File: config.mk
export PLATFORM = sky130hd
export DESIGN_NAME = vib_i2c_regbank
export DESIGN_NICKNAME = d
export VERILOG_FILES = /design/src/rtl/vib_i2c_pkg.sv /design/src/rtl/vib_i2c_deglitch.sv /design/src/rtl/vib_i2c_bank.sv /design/src/rtl/vib_i2c_fsm.sv /design/src/rtl/vib_i2c_regbank.sv
export SDC_FILE = /design/constraint.sdc
export NUM_CORES = 1
export LEC_CHECK = 0
export ABC_AREA = 0
export BUFFER_PORTS_ARGS = -buffer_cell sky130_fd_sc_hd__buf_2
export CAP_MARGIN = 20
export CORE_MARGIN = 2
export CORE_UTILIZATION = 54
export CTS_CLUSTER_DIAMETER = 80
export DETAILED_ROUTE_END_ITERATION = 8
export PLACE_DENSITY_LB_ADDON = 0.05
export SETUP_SLACK_MARGIN = 0.02
export SKIP_LAST_GASP = 1
export SYNTH_ARGS = -nofsm -noshare
export SYNTH_HDL_FRONTEND = slang
export SYNTH_SLANG_ARGS = --single-unit
export TNS_END_PERCENT = 100
File: constraint.sdc
create_clock -name clk -period 2.05 [get_ports clk]
set_clock_uncertainty 0.15 [all_clocks]
set_input_delay 0.615 -clock clk [delete_from_list [all_inputs] [get_ports clk]]
set_output_delay 0.615 -clock clk [all_outputs]
set_load 0.03 [all_outputs]
File: src/rtl/vib_i2c_pkg.sv
package vib_i2c_pkg;
    localparam int IDX_W = 8;

    typedef enum logic [3:0] {
        ST_IDLE,
        ST_ADDR,
        ST_ADDR_ACK,
        ST_INDEX,
        ST_INDEX_ACK,
        ST_WDATA,
        ST_WDATA_ACK,
        ST_RDATA,
        ST_RDATA_ACK
    } bus_state_t;
endpackage

File: src/rtl/vib_i2c_deglitch.sv
module vib_i2c_deglitch #(
    parameter int   FILT_LEN = 3,
    parameter logic IDLE_VAL = 1'b1
) (
    input  logic clk,
    input  logic rst_n,
    input  logic raw_i,
    output logic clean_o
);
    localparam int CNT_W = $clog2(FILT_LEN + 1);

    logic             sync1, sync2;
    logic [CNT_W-1:0] run_cnt;

    always_ff @(posedge clk or negedge rst_n) begin
        if (!rst_n) begin
            sync1   <= IDLE_VAL;
            sync2   <= IDLE_VAL;
            clean_o <= IDLE_VAL;
            run_cnt <= '0;
        end else begin
            sync1 <= raw_i;
            sync2 <= sync1;
            if (sync2 == clean_o) begin
                run_cnt <= '0;
            end else if (run_cnt == CNT_W'(FILT_LEN - 1)) begin
                clean_o <= sync2;
                run_cnt <= '0;
            end else begin
                run_cnt <= run_cnt + 1'b1;
            end
        end
    end

    // the filtered line may only move after FILT_LEN differing samples
    assert_filter_span_R9: assert property (@(posedge clk) disable iff (!rst_n)
        (clean_o != $past(clean_o)) |-> ($past(sync2) != $past(clean_o)));
endmodule

File: src/rtl/vib_i2c_bank.sv
module vib_i2c_bank
    import vib_i2c_pkg::*;
#(
    parameter int                    NUM_REGS = 8,
    parameter logic [NUM_REGS*8-1:0] DEFAULTS = '0
) (
    input  logic                  clk,
    input  logic                  rst_n,
    input  logic                  standby_n,
    input  logic                  stage_we,
    input  logic [IDX_W-1:0]      stage_idx,
    input  logic [7:0]            stage_data,
    input  logic                  commit,
    input  logic                  discard,
    input  logic [IDX_W-1:0]      rd_idx,
    output logic [7:0]            rd_data,
    output logic [NUM_REGS*8-1:0] reg_image
);
    logic [7:0] bank_q [NUM_REGS];

    for (genvar g = 0; g < NUM_REGS; g++) begin : g_reg
        localparam logic [IDX_W-1:0] MY_IDX = IDX_W'(g);
        logic [7:0] live_q, stage_q;
        logic       stage_vld;

        always_ff @(posedge clk or negedge rst_n) begin
            if (!rst_n) begin
                live_q    <= DEFAULTS[g*8 +: 8];
                stage_q   <= '0;
                stage_vld <= 1'b0;
            end else if (!standby_n) begin
                live_q    <= DEFAULTS[g*8 +: 8];
                stage_vld <= 1'b0;
            end else if (commit) begin
                if (stage_vld) live_q <= stage_q;
                stage_vld <= 1'b0;
            end else if (discard) begin
                stage_vld <= 1'b0;
            end else if (stage_we && stage_idx == MY_IDX) begin
                stage_q   <= stage_data;
                stage_vld <= 1'b1;
            end
        end

        assign bank_q[g]            = live_q;
        assign reg_image[g*8 +: 8]  = live_q;
    end

    always_comb begin
        rd_data = '0;
        for (int i = 0; i < NUM_REGS; i++) begin
            if (rd_idx == IDX_W'(i)) rd_data = bank_q[i];
        end
    end

    assert_commit_on_stop_R4: assert property (@(posedge clk) disable iff (!rst_n)
        (standby_n && !commit) |=> $stable(reg_image));
    assert_standby_defaults_R7: assert property (@(posedge clk) disable iff (!rst_n)
        !standby_n |=> (reg_image == DEFAULTS));
endmodule

File: src/rtl/vib_i2c_fsm.sv
module vib_i2c_fsm
    import vib_i2c_pkg::*;
#(
    parameter logic [6:0] DEV_ADDR = 7'h49,
    parameter int         NUM_REGS = 8
) (
    input  logic             clk,
    input  logic             rst_n,
    input  logic             standby_n,
    input  logic             scl_f,
    input  logic             sda_f,
    input  logic [7:0]       rd_data,
    output logic [IDX_W-1:0] rd_idx,
    output logic             stage_we,
    output logic [IDX_W-1:0] stage_idx,
    output logic [7:0]       stage_data,
    output logic             commit,
    output logic             discard,
    output logic             sda_oe
);
    localparam logic [IDX_W-1:0] LAST_IDX = IDX_W'(NUM_REGS - 1);

    bus_state_t       state, state_nx;
    logic             scl_q, sda_q;
    logic [3:0]       bit_cnt;
    logic [7:0]       rx_sh, tx_sh;
    logic [IDX_W-1:0] ptr;
    logic             rd_mode, host_ack;

    function automatic logic [IDX_W-1:0] step(input logic [IDX_W-1:0] p);
        return (p >= LAST_IDX) ? '0 : p + 1'b1;
    endfunction

    wire start_ev  = scl_f & scl_q & sda_q & ~sda_f;
    wire stop_ev   = scl_f & scl_q & ~sda_q & sda_f;
    wire scl_rise  = scl_f & ~scl_q;
    wire scl_fall  = ~scl_f & scl_q;
    wire byte_done = scl_fall && (bit_cnt == 4'd8);
    wire addr_hit  = (rx_sh[7:1] == DEV_ADDR);

    // next-state logic
    always_comb begin
        state_nx = state;
        if (!standby_n)    state_nx = ST_IDLE;
        else if (start_ev) state_nx = ST_ADDR;
        else if (stop_ev)  state_nx = ST_IDLE;
        else begin
            unique case (state)
                ST_IDLE:      state_nx = ST_IDLE;
                ST_ADDR:      if (byte_done) state_nx = addr_hit ? ST_ADDR_ACK : ST_IDLE;
                ST_ADDR_ACK:  if (scl_fall) state_nx = rd_mode ? ST_RDATA : ST_INDEX;
                ST_INDEX:     if (byte_done) state_nx = ST_INDEX_ACK;
                ST_INDEX_ACK: if (scl_fall) state_nx = ST_WDATA;
                ST_WDATA:     if (byte_done) state_nx = ST_WDATA_ACK;
                ST_WDATA_ACK: if (scl_fall) state_nx = ST_WDATA;
                ST_RDATA:     if (byte_done) state_nx = ST_RDATA_ACK;
                ST_RDATA_ACK: if (scl_fall) state_nx = host_ack ? ST_RDATA : ST_IDLE;
                default:      state_nx = ST_IDLE;
            endcase
        end
    end

    // state register
    always_ff @(posedge clk or negedge rst_n) begin
        if (!rst_n) state <= ST_IDLE;
        else        state <= state_nx;
    end

    // datapath registers: edge history, shifters, pointer
    always_ff @(posedge clk or negedge rst_n) begin
        if (!rst_n) begin
            scl_q    <= 1'b1;
            sda_q    <= 1'b1;
            bit_cnt  <= '0;
            rx_sh    <= '0;
            tx_sh    <= '1;
            ptr      <= '0;
            rd_mode  <= 1'b0;
            host_ack <= 1'b0;
        end else begin
            scl_q <= scl_f;
            sda_q <= sda_f;
            if (!standby_n || start_ev || stop_ev) begin
                bit_cnt <= '0;
            end else begin
                unique case (state)
                    ST_ADDR, ST_INDEX, ST_WDATA: begin
                        if (scl_rise) begin
                            rx_sh   <= {rx_sh[6:0], sda_f};
                            bit_cnt <= bit_cnt + 1'b1;
                        end else if (byte_done) begin
                            bit_cnt <= '0;
                            if (state == ST_ADDR)  rd_mode <= rx_sh[0];
                            if (state == ST_INDEX) ptr <= rx_sh;
                            if (state == ST_WDATA) ptr <= step(ptr);
                        end
                    end
                    ST_ADDR_ACK: if (scl_fall && rd_mode) begin
                        tx_sh <= rd_data;
                        ptr   <= step(ptr);
                    end
                    ST_RDATA: begin
                        if (scl_rise) bit_cnt <= bit_cnt + 1'b1;
                        else if (byte_done) bit_cnt <= '0;
                        else if (scl_fall) tx_sh <= {tx_sh[6:0], 1'b1};
                    end
                    ST_RDATA_ACK: begin
                        if (scl_rise) host_ack <= ~sda_f;
                        else if (scl_fall && host_ack) begin
                            tx_sh <= rd_data;
                            ptr   <= step(ptr);
                        end
                    end
                    default: ;
                endcase
            end
        end
    end

    // outputs
    always_comb begin
        rd_idx     = ptr;
        stage_idx  = ptr;
        stage_data = rx_sh;
        stage_we   = standby_n && !start_ev && !stop_ev && (state == ST_WDATA) && byte_done;
        commit     = standby_n && stop_ev;
        discard    = start_ev;
        unique case (state)
            ST_ADDR_ACK, ST_INDEX_ACK, ST_WDATA_ACK: sda_oe = 1'b1;
            ST_RDATA:                                sda_oe = ~tx_sh[7];
            default:                                 sda_oe = 1'b0;
        endcase
    end

    assert_bitcnt_bound_R2: assert property (@(posedge clk) disable iff (!rst_n)
        bit_cnt <= 4'd8);
    assert_drive_in_low_R5: assert property (@(posedge clk) disable iff (!rst_n)
        $rose(sda_oe) |-> !scl_f);
    assert_quiet_standby_R7: assert property (@(posedge clk) disable iff (!rst_n)
        !standby_n |=> !sda_oe);
    assert_miss_no_ack_R1: assert property (@(posedge clk) disable iff (!rst_n)
        (state == ST_ADDR && byte_done && !addr_hit && standby_n && !start_ev && !stop_ev)
        |=> !sda_oe);
endmodule

File: src/rtl/vib_i2c_regbank.sv
module vib_i2c_regbank
    import vib_i2c_pkg::*;
#(
    parameter int                    NUM_REGS = 8,
    parameter logic [6:0]            DEV_ADDR = 7'h49,
    parameter int                    FILT_LEN = 3,
    parameter logic [NUM_REGS*8-1:0] DEFAULTS = 64'h1E0A_4008_8005_3C10
) (
    input  logic                  clk,
    input  logic                  rst_n,
    input  logic                  standby_n,
    input  logic                  scl_i,
    input  logic                  sda_i,
    output logic                  sda_oe,
    output logic [NUM_REGS*8-1:0] reg_image
);
    logic             scl_f, sda_f;
    logic [7:0]       rd_data, stage_data;
    logic [IDX_W-1:0] rd_idx, stage_idx;
    logic             stage_we, commit, discard;

    vib_i2c_deglitch #(.FILT_LEN(FILT_LEN), .IDLE_VAL(1'b1)) u_scl_filt (
        .clk(clk), .rst_n(rst_n), .raw_i(scl_i), .clean_o(scl_f));
    vib_i2c_deglitch #(.FILT_LEN(FILT_LEN), .IDLE_VAL(1'b1)) u_sda_filt (
        .clk(clk), .rst_n(rst_n), .raw_i(sda_i), .clean_o(sda_f));

    vib_i2c_fsm #(.DEV_ADDR(DEV_ADDR), .NUM_REGS(NUM_REGS)) u_fsm (
        .clk(clk), .rst_n(rst_n), .standby_n(standby_n),
        .scl_f(scl_f), .sda_f(sda_f),
        .rd_data(rd_data), .rd_idx(rd_idx),
        .stage_we(stage_we), .stage_idx(stage_idx), .stage_data(stage_data),
        .commit(commit), .discard(discard), .sda_oe(sda_oe));

    vib_i2c_bank #(.NUM_REGS(NUM_REGS), .DEFAULTS(DEFAULTS)) u_bank (
        .clk(clk), .rst_n(rst_n), .standby_n(standby_n),
        .stage_we(stage_we), .stage_idx(stage_idx), .stage_data(stage_data),
        .commit(commit), .discard(discard),
        .rd_idx(rd_idx), .rd_data(rd_data), .reg_image(reg_image));
endmodule

==> out/qor.yml, run 1 <==
global_routing:
  grt-ovfl-total: 0
  grt_pass1_wl_mm: 37.6
  grt_pass1_vias: 6866
  gr-usage-all-layers_pct: 29.5
  grt_start_max_net_pins: 107
  antenna_found_initial: 0
logic_synthesis:
  async_reset_ff_share_pct: 100
  yosysSeqAreaShare_pct: 53.1
  synth_xor_xnor_area_share_pct: 0.593
  syn_area_um2: 8650
  synth.top_cell.area_share_pct: 43.4
  syn_avg_cell_area_um2: 11.0
  synth.largest_area_cell: "dfrtp_1"
  synth_compound_area_share_pct: 12.4
  synth_simple_gate_area_share_pct: 17.7
  synth_fp_nets: 795
  synth_most_common_cell: "dfrtp_1"
  synth_common_cells: "dfrtp_1, nand2_1, nand3_1"
  synth_mux_area_share_pct: 12.4
  synth_seq_cells: 182
  ys_warn_count: 0
  netlist_top_cells_area: "dfrtp_1, dfstp_2, mux2_2"
  synth_top_family_by_area: "simple AND/OR/NAND/NOR gates"
  synthAdderAreaFrac_pct: 0.868
  ys.flop_type: "dfrtp_1"
  ys_types: 67
  synth_edf_count: 0
  synthCells: 784
clock_network:
  cts_max_level: 4
  clk_path_buf_depth: 2
  cts_tree: "yes"
  clockRootBuffer: "clkbuf_16"
  path_clk_slew_ns: 0.07
  cts_sinks: 182
  cts_made_buffers: 17
  clk_latency_ns: 0.44
route:
  wirelength_mm: 24.7
  routedWlPerCell_um: 21.2
  dr_total_vias: 6937
  first_iter_violations: 450
  ant_nets: 0
  drc: 0
  vias_per_cell: 5.94
  dr.pass1.iters: 5
critical_path:
  r2r_start: "u_fsm.bit_cnt[0]$_DFFE_PN0P_"
  startpoint_type: "flop"
  worst_path_max_delay_cell: "dfrtp_1"
  cp_top_family: "simple AND/OR/NAND/NOR gates"
  cp.arrival_ns: 2.41
  cp_cell_sequence: "inv_1 -> ha_1 -> and3b_2 -> nand3b_4 -> nor4_4 -> buf_12 -> nand2_8 -> mux2_4"
  critPathKind: "reg2reg"
  setup.worst_path.start: "u_fsm.bit_cnt[0]$_DFFE_PN0P_"
  cp_max_fo: 8
  cp.required_ns: 2.21
  end_kind: "flop"
  cp_num_buf_inv: 2
  slowest_delay_ns: 0.37
sta:
  slew_headroom_pct: 49.0
  timing.final.ws_setup_ns: -0.195
  rsz0062_at_grt: "true"
  fin_crit_ns: 2.24
  finalMaxSlewViolations: 0
  tightestPinTransition_ns: 0.765
  hold_viol_final: 0
  period_share_pct: 110
  setup_viol: 82
  tns_ns: -11.06
  max_freq_ghz: 0.445
layout:
  drive_above_1_share_pct: 40.9
  stdcell_area_um2: 11200
  seqCellArea_um2: 4600
  syn2layout_area_growth_pct: 29.4
  fillers: 1185
  diodes: 0
  multi_input_area_um2: 4320
  fin_nets: 949
die:
  die_area_um2: 17100
  row_count: 46
  dieHeight_um: 131
  core_area_um2: 15800
  pin_count: 70
  die_w_um: 131
  start_util_pct: 54.9
power:
  p_per_area_nw_per_um2: 691
  p_leak_nw: 5.30
  vdd_drop_max_mv: 0.587
placement:
  hpwlAfterDp_mm: 15.8
  place_congestion: 0.870
  detailed_place.area_um2: 9780
  port_buffers: 69
flow_run:
  cap_violations: 0
status:
  outcome: "finished with violations"
  violations: "negative setup slack"
worst_hold_path:
  min_from: "sda_i"
  min-delay-path-class: "in2reg"
## path summary, 6_finish.rpt
path,endpoint,slack [ns],depth (start not counted)
setup reg to reg,u_bank.g_reg[4].stage_q[0]$_DFFE_PN0P_,-0.19,8
min in group asynchronous,u_scl_filt.run_cnt[0]$_DFF_PN0_,0.39,2
max in group asynchronous,u_bank.g_reg[1].stage_vld$_DFFE_PN0P_,0.61,3
hold reg to reg,u_scl_filt.sync2$_DFF_PN1_,0.21,0
setup / recovery,u_bank.g_reg[4].stage_q[0]$_DFFE_PN0P_,-0.19,8
hold / removal,u_sda_filt.sync1$_DFF_PN1_,0.13,1
## layer usage
layer  vias to the layer above  share of wire (%)  track usage, %
li1                       3120                  -               -
met1                      3558                 44            40.2
met2                       215                 49            47.0
met3                        44                5.0            5.46
met4                         0                2.8            11.8
met5                         -                  0               0
## cell usage in the layout (no fill, tap or decap), types with 16 or more instances in the layout
master	n
clkbuf_16	18
dfrtp_1	148
mux2_2	40
buf_4	84
a21boi_0	45
mux2_4	42
nand2_8	16
a21oi_1	19
buf_2	65
nand2_1	112
o21ai_0	21
nand3_1	90
dfstp_2	32
## cell families after synthesis
| family | Yosys count |
|---|---|
| and+or+nand+nor | 291 |
| DFF | 182 |
| AOI/OAI and AO/OA | 151 |
| muxes | 84 |
| buffers and inverters | 65 |
| adders and majority gates | 6 |
| xor gates and xnor gates | 5 |
## repair_timing
action                                  CTS  global route
hold buffers                              1             0
cloned                                    8             6
hold endpoints to repair                  2             0
resized for setup                        47            57
endpoints found under the setup margin  103           145
pin swaps                                18            25
setup buffers                            12            13
## layout make-up
type                       count  area share (%)
multi-input combinational    545            38.6
clock inverter                12           0.816
inverter                      13           0.436
tap                          216            2.41
clock buffer                  20            3.99
sequential                   182            41.1
timing repair buffer         179            12.7
## report_power, final
| part | total, mW | leakage [nW] | switching (mW) | internal [mW] |
|---|---|---|---|---|
| Clock | 3.05 | 0.268 | 1.44 | 1.60 |
| Combinational | 0.836 | 2.62 | 0.472 | 0.364 |
| Sequential | 3.85 | 2.41 | 0.133 | 3.71 |
## through the flow
stage	setup slack [ns]	power [mW]	util (%)	std cells	hold slack [ns]
6_report	-0.195	7.73	71.0	1167	0.126
3_3_place_gp	-0.313	4.62	62.0	1096	0.197
5_1_grt	-0.264	8.01	71.0	1167	0.107
2_1_floorplan	-0.183	4.25	-	784	0.169
4_1_cts	-0.150	7.69	68.4	1149	0.112
3_5_place_dp	-0.324	4.65	62.0	1096	0.198
## registers in the layout, indices dropped and copies added, names as in the netlist, 2 cells and up
name                count
u_scl_filt.run_cnt      2
u_sda_filt.run_cnt      2
u_bank.g.live_q        64
u_fsm.bit_cnt           4
u_fsm.state             4
u_bank.g.stage_q       64
u_fsm.tx_sh             8
u_fsm.rd_idx            8
u_fsm.stage_data        8
u_bank.g.stage_vld      8
Note: power is estimated with default switching activity, not from simulation.
==> run 2, diff against run 1 <==
Settings changed: CELL_PAD_IN_SITES_DETAIL_PLACEMENT set to 0, CELL_PAD_IN_SITES_GLOBAL_PLACEMENT set to 1, CORE_UTILIZATION 54 to 43.
==> out/qor.yml, run 2 (same netlist as run 1, synthesis figures left out) <==
route:
  ant_nets: 0  # unchanged
  dr_total_vias: 6939  # was 6937
  dr.pass1.iters: 5  # unchanged
  drc: 0  # unchanged
  first_iter_violations: 350  # was 450
  wirelength_mm: 26.7  # was 24.7 mm
  vias_per_cell: 5.65  # was 5.94
  routedWlPerCell_um: 21.7  # was 21.2 µm
worst_hold_path:
  holdPathStages: 1  # unchanged
  min-delay-path-class: "in2reg"  # unchanged
  min_from: "sda_i"  # unchanged
  hold_end: "u_sda_filt.sync1$_DFF_PN1_"  # unchanged
global_routing:
  grt-ovfl-total: 0  # unchanged
  antenna_found_initial: 0  # unchanged
  gr-usage-all-layers_pct: 25.7  # was 29.5%
  grt_start_max_net_pins: 46  # was 107
  grt_pass1_wl_mm: 41.8  # was 37.6 mm
  grt_pass1_vias: 7138  # was 6866
sta:
  slew_headroom_pct: 44.7  # was 49.0%
  max_freq_ghz: 0.453  # was 0.445 GHz
  timing.final.ws_setup_ns: -0.160  # was -0.195 ns
  rsz0062_at_grt: "true"  # unchanged
  period_share_pct: 108  # was 110%
  fin_crit_ns: 2.21  # was 2.24 ns
  tns_ns: -8.84  # was -11.06 ns
  hold_viol_final: 0  # unchanged
  finalMaxSlewViolations: 0  # unchanged
  tightestPinTransition_ns: 0.829  # was 0.765 ns
  setup_viol: 82  # unchanged
status:
  outcome: "finished with violations"  # unchanged
  violations: "negative setup slack"  # unchanged
power:
  p_per_area_nw_per_um2: 722  # was 691 nW/µm²
  p_leak_nw: 5.36  # was 5.30 nW
  vdd_drop_max_mv: 0.514  # was 0.587 mV
  p_total_mw: 8.26  # was 7.73 mW
clock_network:
  clk_latency_ns: 0.44  # about the same
  clk_path_buf_depth: 2  # unchanged
  cts_sinks: 182  # unchanged
  clockRootBuffer: "clkbuf_16"  # unchanged
  cts_tree: "yes"  # unchanged
  path_clk_slew_ns: 0.07  # about the same
  cts_made_buffers: 17  # unchanged
  cts_max_level: 4  # unchanged
layout:
  final_cell_mix: "dfrtp_1, nand2_1, buf_4, nand3_1, buf_2"  # was dfrtp_1, nand2_1, nand3_1, buf_4, buf_2
  fin_nets: 962  # was 949
  diodes: 0  # unchanged
  layout_commonest_cell: "dfrtp_1"  # unchanged
  multi_input_area_um2: 4380  # was 4320 µm²
  drive_above_1_share_pct: 42.9  # was 40.9%
  syn2layout_area_growth_pct: 32.2  # was 29.4%
  seqCellArea_um2: 4600  # about the same
  reg.largest.list: "u_bank.g.live_q (64), u_bank.g.stage_q (64)"  # unchanged
  fillers: 1707  # was 1185
  post-route-util_pct: 58.4  # was 71.0%
die:
  core_area_um2: 19600  # was 15800 µm²
  row_count: 51  # was 46
  die_area_um2: 21300  # was 17100 µm²
  pin_count: 70  # unchanged
  start_util_pct: 44.2  # was 54.9%
  die_w_um: 146  # was 131 µm
  dieHeight_um: 146  # was 131 µm
placement:
  place_congestion: 0.866  # was 0.870
  port_buffers: 69  # unchanged
  hpwlAfterDp_mm: 17.4  # was 15.8 mm
critical_path:
  r2r_start: "u_fsm.scl_q$_DFF_PN1_"  # was u_fsm.bit_cnt[0]$_DFFE_PN0P_
  ff2ff_setup_slack_ns: -0.16  # was -0.19 ns
  cp.required_ns: 2.22  # was 2.21 ns
  r2r_end: "u_bank.g_reg[5].stage_q[3]$_DFFE_PN0P_"  # was u_bank.g_reg[4].stage_q[0]$_DFFE_PN0P_
  reg2regPathDepth: 6  # was 8
  startpoint_type: "flop"  # unchanged
  critPathKind: "reg2reg"  # unchanged
  cp_max_fo: 8  # unchanged
  cp.arrival_ns: 2.38  # was 2.41 ns
  end_kind: "flop"  # unchanged
flow_run:
  cap_violations: 0  # unchanged
run 2: stage by stage:
step,worst slack (ns),hold slack [ns],instances,area (µm²)
2_1_floorplan,-0.183,0.169,784,8700
3_3_place_gp,-0.272,0.198,1161,10000
3_5_place_dp,-0.318,0.197,1161,10000
4_1_cts,-0.159,0.106,1221,11200
5_1_grt,-0.216,0.105,1229,11400
6_report,-0.160,0.124,1229,11400
run 2: worst max-delay path by stage:
stage                                            start                                     end  slack (ns)
after detailed placement   u_fsm.rd_idx[1]$_DFFE_PN0P_              u_fsm.tx_sh[4]$_DFFE_PN1P_       -0.32
after global routing       u_fsm.rd_idx[5]$_DFFE_PN0P_  u_bank.g_reg[2].stage_q[0]$_DFFE_PN0P_       -0.22
after CTS                   u_fsm.state[2]$_DFFE_PN0P_                                  sda_oe       -0.16
after floorplan           u_fsm.bit_cnt[0]$_DFFE_PN0P_  u_bank.g_reg[4].stage_q[2]$_DFFE_PN0P_       -0.18
after global placement     u_fsm.rd_idx[1]$_DFFE_PN0P_              u_fsm.tx_sh[4]$_DFFE_PN1P_       -0.27
final                            u_fsm.scl_q$_DFF_PN1_  u_bank.g_reg[5].stage_q[3]$_DFFE_PN0P_       -0.16
run 2: layer usage:
metal  wire, µm  global-route usage [%]  vias up
li1           -                       -     3136
met5          0                       0        -
met2      12700                    40.4      192
met1      12000                    35.7     3563
met3       1190                    4.26       48
met4        867                    10.3        0
run 2: power breakdown:
group | internal [mW] | switching (mW)
sequential | 3.71 | 0.140
clock | 1.77 | 1.57
combinational | 0.504 | 0.561
total | 5.99 | 2.27
run 2: final cells by class:
cell class,count,area share (%)
repair buffers,192,13.0
inverters,13,0.427
well taps,265,2.90
flip-flops and latches,182,40.2
multi-input cells,545,38.3
clock buffers,18,3.84
clock inverters,14,1.42
run 2: worst max-delay path: stages, from the launching register on:
cell and delay, ns:
dfstp_2 0.60, and2b_4 0.21, nand3b_4 0.12, nor4_4 0.32, buf_12 0.26, nand2_8 0.10, mux2_4 0.31
run 2: repair_timing:
item,4_1_cts,5_1_grt
buffers inserted,20,8
pin swaps,20,23
endpoints found under the hold margin,28,0
hold buffers,1,0
cloned,9,1
resized for setup,62,51
setup endpoints to repair,89,164
